$ cat src/rtl/intv_timer_pkg.sv
package intv_timer_pkg;

  localparam int ADDR_W = 5;
  localparam int PRE_W  = 10;

  typedef enum logic [1:0] {
    DIV_1    = 2'b00,
    DIV_8    = 2'b01,
    DIV_64   = 2'b10,
    DIV_1024 = 2'b11
  } div_sel_e;

  typedef struct packed {
    logic     wr_tmr;
    logic     rd_tmr;
    logic     rd_flg;
    div_sel_e div;
    logic     ie;
  } acc_t;

  // reload value of the prescale down-counter: divide ratio minus one
  function automatic logic [PRE_W-1:0] div_reload(input div_sel_e d);
    logic [PRE_W-1:0] r;
    case (d)
      DIV_1:   r = PRE_W'(0);
      DIV_8:   r = PRE_W'(7);
      DIV_64:  r = PRE_W'(63);
      default: r = PRE_W'(1023);
    endcase
    return r;
  endfunction

endpackage

$ cat src/rtl/intv_decode.sv
module intv_decode
  import intv_timer_pkg::*;
(
  input  logic              sel_i,
  input  logic              rd_i,
  input  logic [ADDR_W-1:0] addr_i,
  output acc_t              acc_o
);

  always_comb begin
    acc_o        = '0;
    acc_o.wr_tmr = sel_i & ~rd_i & addr_i[4] & addr_i[2];
    acc_o.rd_tmr = sel_i &  rd_i & addr_i[2] & ~addr_i[0];
    acc_o.rd_flg = sel_i &  rd_i & addr_i[2] &  addr_i[0];
    acc_o.div    = div_sel_e'(addr_i[1:0]);
    acc_o.ie     = addr_i[3];
  end

endmodule

$ cat src/rtl/intv_prescale.sv
module intv_prescale
  import intv_timer_pkg::*;
(
  input  logic     clk,
  input  logic     rst_n,
  input  logic     clk_en_i,
  input  logic     fast_i,
  input  logic     wr_i,
  input  logic     rd_i,
  input  div_sel_e div_i,
  output logic     tick_o
);

  div_sel_e         div_q;
  logic [PRE_W-1:0] pre_q;

  assign tick_o = clk_en_i & ~wr_i & ~rd_i & (fast_i | (pre_q == '0));

  always_ff @(posedge clk or negedge rst_n) begin
    if (!rst_n) begin
      div_q <= DIV_1;
      pre_q <= '0;
    end else if (wr_i) begin
      div_q <= div_i;
      pre_q <= div_reload(div_i);
    end else if (rd_i) begin
      pre_q <= div_reload(div_q);
    end else if (clk_en_i && !fast_i) begin
      if (pre_q == '0) pre_q <= div_reload(div_q);
      else             pre_q <= pre_q - 1'b1;
    end
  end


  phase_hold_chk: assert property (@(posedge clk) disable iff (!rst_n)
    (!clk_en_i && !wr_i && !rd_i) |=> $stable(pre_q));

endmodule

$ cat src/rtl/intv_count.sv
module intv_count #(
  parameter int CNT_W = 8
) (
  input  logic             clk,
  input  logic             rst_n,
  input  logic             tick_i,
  input  logic             wr_i,
  input  logic             rd_i,
  input  logic [CNT_W-1:0] wdata_i,
  output logic [CNT_W-1:0] cnt_o,
  output logic             flag_o
);

  logic [CNT_W-1:0] cnt_q;
  logic             flag_q;

  always_ff @(posedge clk or negedge rst_n) begin
    if (!rst_n) begin
      cnt_q  <= '0;
      flag_q <= 1'b0;
    end else if (wr_i) begin
      cnt_q  <= wdata_i;
      flag_q <= 1'b0;
    end else if (rd_i) begin
      flag_q <= 1'b0;
    end else if (tick_i) begin
      cnt_q <= cnt_q - 1'b1;
      if (cnt_q == '0) flag_q <= 1'b1;
    end
  end

  assign cnt_o  = cnt_q;
  assign flag_o = flag_q;


  load_value_chk: assert property (@(posedge clk) disable iff (!rst_n)
    wr_i |=> (cnt_q == $past(wdata_i)) && !flag_q);


  read_holds_chk: assert property (@(posedge clk) disable iff (!rst_n)
    (rd_i && !wr_i) |=> $stable(cnt_q) && !flag_q);

endmodule

$ cat src/rtl/intv_timer.sv
module intv_timer
  import intv_timer_pkg::*;
#(
  parameter int DATA_W = 8
) (
  input  logic              clk,
  input  logic              rst_n,
  input  logic              clk_en,
  input  logic              reg_sel,
  input  logic              rd_wr,
  input  logic [ADDR_W-1:0] addr,
  input  logic [DATA_W-1:0] wdata,
  input  logic              edge_flag,
  output logic [DATA_W-1:0] rdata,
  output logic              irq_n
);

  localparam int FLAG_BIT = DATA_W - 1;
  localparam int EDGE_BIT = DATA_W - 2;

  acc_t              acc;
  logic              pre_tick;
  logic [DATA_W-1:0] cnt;
  logic              tflag;
  logic              ie_q;

  intv_decode u_dec (
    .sel_i  (reg_sel),
    .rd_i   (rd_wr),
    .addr_i (addr),
    .acc_o  (acc)
  );

  intv_prescale u_pre (
    .clk      (clk),
    .rst_n    (rst_n),
    .clk_en_i (clk_en),
    .fast_i   (tflag),
    .wr_i     (acc.wr_tmr),
    .rd_i     (acc.rd_tmr),
    .div_i    (acc.div),
    .tick_o   (pre_tick)
  );

  intv_count #(.CNT_W(DATA_W)) u_cnt (
    .clk     (clk),
    .rst_n   (rst_n),
    .tick_i  (pre_tick),
    .wr_i    (acc.wr_tmr),
    .rd_i    (acc.rd_tmr),
    .wdata_i (wdata),
    .cnt_o   (cnt),
    .flag_o  (tflag)
  );

  always_ff @(posedge clk or negedge rst_n) begin
    if (!rst_n)                        ie_q <= 1'b0;
    else if (acc.wr_tmr || acc.rd_tmr) ie_q <= acc.ie;
  end

  always_comb begin
    rdata = '0;
    if (acc.rd_tmr) begin
      rdata = cnt;
    end else if (acc.rd_flg) begin
      rdata[FLAG_BIT] = tflag;
      rdata[EDGE_BIT] = edge_flag;
    end
  end

  assign irq_n = ~((tflag & ie_q) | edge_flag);


  reset_ie_chk: assert property (@(posedge clk) disable iff (!rst_n)
    $rose(rst_n) |-> !ie_q);


  irq_quiet_chk: assert property (@(posedge clk) disable iff (!rst_n)
    (!edge_flag && !ie_q) |-> irq_n);


  count_idle_chk: assert property (@(posedge clk) disable iff (!rst_n)
    (!pre_tick && !acc.wr_tmr) |=> $stable(cnt));


  zero_pass_chk: assert property (@(posedge clk) disable iff (!rst_n)
    (pre_tick && cnt == '0) |=> tflag);


  fast_step_chk: assert property (@(posedge clk) disable iff (!rst_n)
    (tflag && clk_en && !acc.wr_tmr && !acc.rd_tmr) |=> (cnt == $past(cnt) - 1'b1));


  flag_keep_chk: assert property (@(posedge clk) disable iff (!rst_n)
    (acc.rd_flg && tflag) |=> tflag);

endmodule

$ cat config.mk
export PLATFORM = sky130hd
export DESIGN_NAME = intv_timer
export DESIGN_NICKNAME = d
export VERILOG_FILES = /design/src/rtl/intv_timer_pkg.sv /design/src/rtl/intv_decode.sv /design/src/rtl/intv_prescale.sv /design/src/rtl/intv_count.sv /design/src/rtl/intv_timer.sv
export SDC_FILE = /design/constraint.sdc
export NUM_CORES = 1
export LEC_CHECK = 0
export ABC_AREA = 1
export BUFFER_PORTS_ARGS = -buffer_cell sky130_fd_sc_hd__buf_2
export CAP_MARGIN = 20
export CORE_ASPECT_RATIO = 1.4
export CORE_MARGIN = 8
export CORE_UTILIZATION = 30
export CTS_BUF_LIST = sky130_fd_sc_hd__clkbuf_8
export CTS_CLUSTER_DIAMETER = 50
export DETAILED_ROUTE_END_ITERATION = 7
export GPL_TIMING_DRIVEN = 0
export PLACE_DENSITY = 0.52
export SLEW_MARGIN = 20
export SYNTH_ARGS = -nofsm -noshare
export SYNTH_HDL_FRONTEND = slang
export SYNTH_SLANG_ARGS = --single-unit
export TNS_END_PERCENT = 100
$ cat constraint.sdc
create_clock -name clk -period 2.96 [get_ports clk]
set_input_delay 0.296 -clock clk [delete_from_list [all_inputs] [get_ports clk]]
set_output_delay 0.296 -clock clk [all_outputs]
set_load 0.005 [all_outputs]
==> impl_metrics.yaml, run 1 <==
global_routing:
  grt_max_degree: 23
  grt_pass1_vias: 1603
  track_usage_pct: 11.7
  grt-ovfl-total: 0
  antenna_found_initial: 0
  grt_pass1_wl_um: 7440
finish:
  drive_gt1_share_pct: 19.9
  stdcell_area_um2: 1810
  antenna_cells: 0
  syn2layout_area_growth_pct: 16.7
  nets: 280
  nFillCells: 598
die:
  coreArea_um2: 5080
  chipHeight_um: 101
  num_io_pins: 28
  die_width_um: 76.9
  num_rows: 31
  start_util_pct: 30.6
  die_area_um2: 7780
sta:
  setup_viol: 0
  hold_violations: 1
  timing.final.crit_share_pct: 62.5
  worst_slew_pin_slew_ns: 0.520
  rsz0062_at_grt: "false"
  fin_crit_ns: 1.85
  fin_ws_ns: 1.11
  maxSlewViolCount: 0
  whs_ns: -0.000128
  max-slew-margin-rel_pct: 65.3
  tns_ns: 0
  max_freq_mhz: 540
  clock_skew_ns: 0.000876
cts:
  cts_tree: "done"
  htree_levels: 1
  postCtsHoldBufs: 0
  post_cts_buffers: 0
  cts.sinks: 22
  numCtsBuffers: 3
  cts.reportedPaths.clkPinSlew_ns: 0.08
  cts-resized-gates: 0
  cts_root_buffer: "clkbuf_8"
  clock_path_buffers: 2
  clk_latency_ns: 0.26
synth:
  synthArstFlopShare_pct: 100
  synth.most_common_cell: "nand2_1"
  synth_edf_count: 0
  synth_top_area_share_pct: 35.4
  syn_area_um2: 1560
  synth_nets: 248
  ys_types: 31
  yosys_warnings: 0
  synth_cells: 226
  ys.flop_type: "dfrtp_1"
  synth_top_cell_by_area: "dfrtp_1"
  ys_seq_area_share_pct: 35.4
  synth_area_leaders: "dfrtp_1 35%, nand2_1 13%, nor2_1 8.2%"
  synth-seq-cells: 22
  syn_avg_cell_area_um2: 6.88
  synth_common_cells: "53 x nand2_1, 34 x nor2_1, 22 x dfrtp_1, 22 x inv_1, 20 x nand3_1"
power:
  ir_drop_mv: 0.254
  powerDensity_nw_per_um2: 764
  p_leak_nw: 0.927
critical_path:
  startpoint_type: "flop"
  path_class: "flop to flop"
  end_kind: "flop"
  cpPeakStageDelay_ns: 0.41
  required_ns: 3.11
  path_depth: 10
  path_max_fanout: 10
  crit_family: "simple AND/OR/NAND/NOR gates"
  r2r_cells: 10
  arrival_ns: 2.00
  path_buf_inv: 2
  path_cells: "inv_1 -> ha_1 -> nand2_2 -> nor2_4 -> nand2_4 -> a21oi_4 -> nand2_2 -> nand2_4 -> buf_8 -> o21ai_1"
  cpMaxStageDelayCell: "dfrtp_1"
status:
  outcome: "complete, but fails checks"
  violations: "negative hold slack"
place:
  place_area_um2: 1770
  dp_slack_ns: 1.12
  gp_congestion: 0.822
  portBuffers: 27
  hpwl_um: 3430
routing:
  routed_wl_um: 4210
  dr.pass1.iters: 4
  wl_per_cell_um: 13.1
  drc: 0
  num_vias: 1523
  drt_iter0_drc: 79
  ant_nets: 0
  via_per_inst: 4.73
hold_path:
  hold_path.class: "input pin to async pin"
run:
  max-cap-violations: 0
==> path summary, 6_finish.rpt <==
kind	startpoint	end	slack, ns
max	u_pre.pre_q[0]	u_cnt.cnt_o[0]	1.11
min	rst_n	u_pre.pre_q[7]	-0.0001
max reg2reg	u_pre.pre_q[0]	u_cnt.cnt_o[0]	1.11
min reg2reg	ie_q	ie_q	0.48
max in group asynchronous	rst_n	u_pre.div_q[0]	2.61
min in group clk	addr[3]	ie_q	0.24
==> where the power goes <==
part	internal, W	total (W)	switching, W	leakage, nW
Sequential	0.000427	0.000558	0.000131	0.262
Clock	0.0000909	0.000190	0.0000992	0.0216
Combinational	0.000254	0.000638	0.000384	0.644
==> stage by stage <==
step	power (W)	instances	util, %	hold WS [ns]
after detailed placement	0.00121	319	34.9	0.315
after global routing	0.00153	322	35.7	0.0482
after floorplan	0.00103	226	-	0.000409
after global placement	0.00120	319	34.9	0.312
final	0.00139	322	35.7	-0.000128
after CTS	0.00140	322	35.7	0.0233
==> placed cells by master, fill, tap and decap left out, types with 2 or more instances in the layout <==
| cell | count |
|---|---|
| a21oi_1 | 14 |
| buf_2 | 28 |
| clkbuf_1 | 2 |
| clkbuf_8 | 3 |
| dfrtp_1 | 22 |
| ha_1 | 3 |
| inv_1 | 22 |
| inv_2 | 4 |
| nand2_1 | 53 |
| nand2_2 | 5 |
| nand2_4 | 2 |
| nand3_1 | 20 |
| nand4_1 | 2 |
| nor2_1 | 34 |
| nor2_2 | 2 |
| o21ai_0 | 12 |
| o21ai_1 | 7 |
| o21ai_2 | 2 |
| xnor2_1 | 3 |
| xor2_1 | 4 |
==> routing by layer <==
layer	vias to the layer above	share of wire, %	track usage (%)
li1	787	-	-
met1	690	42	12.4
met2	36	51	21.1
met3	10	4.1	2.75
met4	0	2.9	6.24
met5	-	0	0
==> worst register-to-register path: stages (launching register included) <==
cell and delay, ns:
dfrtp_1 0.41, inv_1 0.12, ha_1 0.23, nand2_2 0.10
nor2_4 0.19, nand2_4 0.10, a21oi_4 0.15, nand2_2 0.08
nand2_4 0.12, buf_8 0.17, o21ai_1 0.07
==> registers in the layout (all words and copies together) (netlist names) <==
register and count:
u_pre.pre_q 10, u_cnt.cnt_o 8, u_cnt.flag_o 1, u_pre.div_q 2, ie_q 1
==> area by class of cell <==
| cell class | count | area, µm² | area share, % |
|---|---|---|---|
| multi-input combinational | 173 | 876 | 48.3 |
| sequential | 22 | 551 | 30.3 |
| timing repair buffer | 27 | 135 | 7.45 |
| inverter | 26 | 97.6 | 5.38 |
| tap | 66 | 82.6 | 4.55 |
| clock buffer | 3 | 41.3 | 2.28 |
| buffer | 5 | 31.3 | 1.72 |
==> kinds of logic after synthesis <==
logic type / synth area share, %
compound gates: 14.6
buf+inv: 8.29
xor+xnor: 3.94
simple gates: 35.4
flops: 35.4
fa+ha+maj: 2.41
(Power assumes the default switching activity.)
==> inputs of run 2 (changes only) <==
--- a/config.mk
+++ b/config.mk
@@ -15,7 +15,7 @@
 export CTS_CLUSTER_DIAMETER = 50
 export DETAILED_ROUTE_END_ITERATION = 7
 export GPL_TIMING_DRIVEN = 0
-export PLACE_DENSITY = 0.52
+export PLACE_DENSITY = 0.54
 export SLEW_MARGIN = 20
 export SYNTH_ARGS = -nofsm -noshare
 export SYNTH_HDL_FRONTEND = slang
==> constraint.sdc (replaced) <==
create_clock -name clk -period 1.5 [get_ports clk]
set_input_delay 0.15 -clock clk [delete_from_list [all_inputs] [get_ports clk]]
set_output_delay 0.15 -clock clk [all_outputs]
set_load 0.005 [all_outputs]
==> run 2 against run 1 <==
Against the previous run: the flow finishes with violations (negative setup slack); global-route usage is 0.67 points higher; utilization is 4.8 points higher; sequential power grew 100%; maximum frequency rose by 15%; worst setup slack worse by 1.2 ns; routed wire length increased by 9.0%.
==> impl_metrics.yaml, run 2 (synthesis gave the netlist of run 1 again) <==
global_routing:
  antenna_found_initial: 0
  track_usage_pct: 12.4
  grt_pass1_vias: 1711
  grt_max_degree: 23
  grt-ovfl-total: 0
  grt_pass1_wl_um: 7820
sta:
  max-slew-margin-rel_pct: 65.8
  fin_crit_ns: 1.60
  maxSlewViolCount: 0
  clock_skew_ns: 0.00696
  max_freq_mhz: 623
  worst_slew_pin_slew_ns: 0.513
  hold_violations: 0
  whs_ns: 0.0801
  tns_ns: -0.808
  rsz0062_at_grt: "true"
  timing.final.crit_share_pct: 107
  setup_viol: 12
  fin_ws_ns: -0.105
cts:
  cts_root_buffer: "clkbuf_8"
  numCtsBuffers: 3
  clk_latency_ns: 0.27
  clock_path_buffers: 2
  cts.reportedPaths.clkPinSlew_ns: 0.09
  cts.sinks: 22
  cts_tree: "done"
  htree_levels: 1
finish:
  syn2layout_area_growth_pct: 32.3
  nets: 297
  nFillCells: 538
  drive_gt1_share_pct: 31.0
  top_register: "u_pre.pre_q"
  largest_reg_flops: 10
  antenna_cells: 0
  mostFrequentLayoutCell: "nand2_1"
  final_cell_mix: "51 x nand2_1, 32 x nor2_1, 29 x buf_2"
hold_path:
  hold_path.class: "input pin to flop"
critical_path:
  path_cells: "inv_2 -> ha_4 -> nand2_4 -> nor2_4 -> nand2_4 -> a21oi_4 -> nand2_2 -> nand2_4 -> buf_12 -> buf_8 -> o21ai_2"
  cpPeakStageDelay_ns: 0.42
  required_ns: 1.66
  end_kind: "flop"
  path_common_cell: "nand2_4"
  path_buf_inv: 3
  arrival_ns: 1.76
  path_class: "flop to flop"
  startpoint_type: "flop"
  path_max_fanout: 5
  crit_family: "simple AND/OR/NAND/NOR gates"
  cpMaxStageDelayCell: "dfrtp_1"
place:
  portBuffers: 27
  dp_slack_ns: -0.200
  gp_congestion: 0.848
  hpwl_um: 3390
run:
  max-cap-violations: 0
routing:
  drc: 0
  drt_iter0_drc: 80
  via_per_inst: 4.74
  ant_nets: 0
  routed_wl_um: 4590
  num_vias: 1611
  wl_per_cell_um: 13.5
  dr.pass1.iters: 4
status:
  outcome: "complete, but fails checks"
  violations: "negative setup slack"
die:
  die_width_um: 76.9
  start_util_pct: 30.6
  coreArea_um2: 5080
  die_area_um2: 7780
  num_rows: 31
  num_io_pins: 28
  chipHeight_um: 101
power:
  p_leak_nw: 1.05
  powerDensity_nw_per_um2: 1500
  ir_drop_mv: 0.616
## run 2: cell types whose count changed in the layout (fill, tap and decap cells not counted), sizes merged
cell / previous run / this run
dlygate4sd3: 0 / 1
buf: 30 / 46
clkbuf: 5 / 6
## run 2: where the power goes
group	leakage (nW)	internal [W]	switching, W
Clock	0.0288	0.000234	0.000207
Combinational	0.763	0.000654	0.000857
Sequential	0.261	0.000845	0.000287
## run 2: final timing paths
path,cells after the start,slack [ns],start,to
worst min-delay path,3,0.08,addr[3],ie_q
worst max-delay path,11,-0.10,u_pre.pre_q[0],u_cnt.cnt_o[5]
worst max register to register,11,-0.10,u_pre.pre_q[0],u_cnt.cnt_o[5]
worst min register to register,2,0.48,ie_q,ie_q
max in group asynchronous,2,0.74,rst_n,u_pre.pre_q[5]
min in group asynchronous,2,0.38,rst_n,u_pre.pre_q[7]
## run 2: stage by stage
| step | total power, W | utilization, % | instances | cell area (µm²) |
|---|---|---|---|---|
| floorplan | 0.00207 | - | 226 | 1570 |
| global placement | 0.00240 | 35.1 | 319 | 1790 |
| detailed placement | 0.00241 | 35.1 | 319 | 1790 |
| CTS | 0.00296 | 39.3 | 335 | 2000 |
| global route | 0.00337 | 40.5 | 340 | 2060 |
| finish | 0.00308 | 40.5 | 340 | 2060 |
## run 2: layout make-up
class / count / area [µm²] / share of cell area (%)
timing repair buffer: 44 / 290 / 14.1
multi-input combinational: 173 / 947 / 46.0
clock buffer: 4 / 55.1 / 2.68
sequential: 22 / 552 / 26.8
tap: 66 / 82.6 / 4.01
inverter: 26 / 97.6 / 4.74
buffer: 5 / 32.5 / 1.58
## run 2: what timing repair did
item,4_1_cts,5_1_grt
endpoints found under the setup margin,17,20
cloned,1,0
pin swaps,1,3
resized for setup,6,15
hold buffers,1,0
hold endpoints to repair,22,0
setup buffers,10,7
## run 2: per-layer routing
metal  vias to the layer above  GRT usage (%)  routed length (µm)
li1                        823              -                   -
met1                       734           12.8                1820
met2                        41           23.0                2490
met3                        13           2.40                 151
met4                         0           6.54                 132
met5                         -              0                   0
## run 2: worst register-to-register path, stage by stage, from the launching register on
cell,delay [ns]
dfrtp_1,0.42
inv_2,0.09
ha_4,0.14
nand2_4,0.06
nor2_4,0.13
nand2_4,0.07
a21oi_4,0.14
nand2_2,0.07
nand2_4,0.09
buf_12,0.12
buf_8,0.12
o21ai_2,0.05
==> inputs of run 3 (changes only) <==
--- a/config.mk
+++ b/config.mk
@@ -20,4 +20,4 @@
 export SYNTH_ARGS = -nofsm -noshare
 export SYNTH_HDL_FRONTEND = slang
 export SYNTH_SLANG_ARGS = --single-unit
-export TNS_END_PERCENT = 100
+export TNS_END_PERCENT = 50
==> run 3 against run 2 <==
Against the previous run: via count shrank 0.12%; cell area rose by 1.2%; combinational power about the same; routed wire length is 0.78% higher; sequential cell count is the same; worst setup slack worse by 0.0012 ns; the flow still finishes with violations (negative setup slack); utilization increased by 0.47 points; worst hold slack hardly changed.
==> impl_metrics.yaml, run 3 (synthesis gave the netlist of run 1 again) <==
critical_path:
  r2r_end: "u_cnt.cnt_o[5]"
  end_kind: "flop"
  r2r_slack_ns: -0.11
  startpoint_type: "flop"
  required_ns: 1.66
  rr_startpoint: "u_pre.pre_q[0]"
  path_max_fanout: 5
  path_class: "flop to flop"
  arrival_ns: 1.76
  r2r_cells: 11
finish:
  syn2layout_area_growth_pct: 33.8
  nets: 298
  top_register: "u_pre.pre_q"
  fin_cells: 341
  final_cell_mix: "51 x nand2_1, 32 x nor2_1, 29 x buf_2"
  utilization_pct: 41.0
  mostFrequentLayoutCell: "nand2_1"
  drive_gt1_share_pct: 30.9
  largest_reg_flops: 10
  antenna_cells: 0
hold_path:
  min_path_cells: 3
  hp-start: "addr[3]"
  hold_end: "ie_q"
  hold_path.class: "input pin to flop"
cts:
  cts.reportedPaths.clkPinSlew_ns: 0.09
  htree_levels: 1
  cts_tree: "done"
  clk_latency_ns: 0.27
  cts.sinks: 22
  numCtsBuffers: 3
  cts_root_buffer: "clkbuf_8"
  clock_path_buffers: 2
routing:
  routed_wl_um: 4630
  via_per_inst: 4.72
  num_vias: 1609
  drc: 0
  drt_iter0_drc: 82
  dr.pass1.iters: 4
  ant_nets: 0
  wl_per_cell_um: 13.6
sta:
  fin_ws_ns: -0.106
  worst_slew_pin_slew_ns: 0.518
  hold_violations: 0
  max-slew-margin-rel_pct: 65.5
  clock_skew_ns: 0.00603
  tns_ns: -1.06
  setup_viol: 14
  maxSlewViolCount: 0
  max_freq_mhz: 623
  rsz0062_at_grt: "true"
  fin_crit_ns: 1.61
  timing.final.crit_share_pct: 107
power:
  p_total_w: 0.00309
  p_leak_nw: 1.06
  powerDensity_nw_per_um2: 1480
  ir_drop_mv: 0.613
global_routing:
  gr-usage-met1_pct: 12.9
  met3_usage_pct: 2.31
  use_met2_pct: 23.1
  track_usage_pct: 12.4
  grt_pass1_vias: 1710
  busiest_layer: "met2"
  grt-ovfl-total: 0
  grt_max_degree: 23
  antenna_found_initial: 0
  grt_pass1_wl_um: 7820
run:
  max-cap-violations: 0
die:
  chipHeight_um: 101
  num_rows: 31
  coreArea_um2: 5080
  start_util_pct: 30.6
  die_area_um2: 7780
  die_width_um: 76.9
  num_io_pins: 28
place:
  dp_slack_ns: -0.200
  gp_congestion: 0.848
  hpwl_um: 3390
  portBuffers: 27
  dp.cells: 319
status:
  violations: "negative setup slack"
  outcome: "complete, but fails checks"
-- run 3: timing repair --
action	4_1_cts	5_1_grt
endpoints found under the hold margin	22	0
pin swaps	1	3
hold buffers	1	0
endpoints found under the setup margin	17	20
cloned	1	0
buffers inserted	10	6
gates resized for setup	6	14
-- run 3: metrics by stage --
| step | cell area, µm² | hold WS, ns |
|---|---|---|
| global route | 2080 | 0.0822 |
| finish | 2080 | 0.0803 |
| CTS | 2000 | 0.0808 |
| detailed placement | 1790 | 0.162 |
| floorplan | 1570 | -0.146 |
| global placement | 1790 | 0.168 |
-- run 3: how the worst max path moves through the flow --
stage	from	to	slack (ns)	depth (start not counted)
2_1_floorplan	u_pre.pre_q[0]	u_cnt.cnt_o[0]	0.003	10
3_3_place_gp	u_pre.pre_q[0]	u_cnt.cnt_o[0]	-0.20	10
3_5_place_dp	u_pre.pre_q[0]	u_cnt.cnt_o[6]	-0.20	10
4_1_cts	u_pre.pre_q[0]	u_cnt.cnt_o[5]	-0.12	11
5_1_grt	u_pre.pre_q[7]	u_cnt.cnt_o[3]	-0.18	11
6_report	u_pre.pre_q[0]	u_cnt.cnt_o[5]	-0.11	11
-- run 3: where the power goes --
group          internal, W  switching, W  total, W  leakage [nW]
combinational     0.000659      0.000858   0.00152         0.775
sequential        0.000845      0.000288   0.00113         0.261
clock             0.000234      0.000205  0.000439        0.0288
-- run 3: critical path: stages (launching register included) --
cell and delay, ns:
dfrtp_1 0.42, inv_2 0.09, ha_4 0.14, nand2_4 0.06
nor2_4 0.13, nand2_4 0.07, a21oi_4 0.14, nand2_2 0.07
nand2_4 0.09, buf_12 0.12, buf_8 0.12, o21ai_2 0.05
-- run 3: final cells by class --
type,instances,area [µm²]
Tap cell,66,82.6
Fill cell,536,3000
Sequential cell,22,552
Clock buffer,4,55.1
Inverter,26,97.6
Timing Repair Buffer,45,318
Buffer,5,32.5
Multi-Input combinational cell,173,943
-- run 3: per-layer routing --
metal | share of wire (%) | wire [µm] | up-vias
met3 | 3.7 | 173 | 16
li1 | - | - | 825
met4 | 3.2 | 147 | 0
met5 | 0 | 0 | -
met1 | 40 | 1830 | 725
met2 | 53 | 2470 | 43
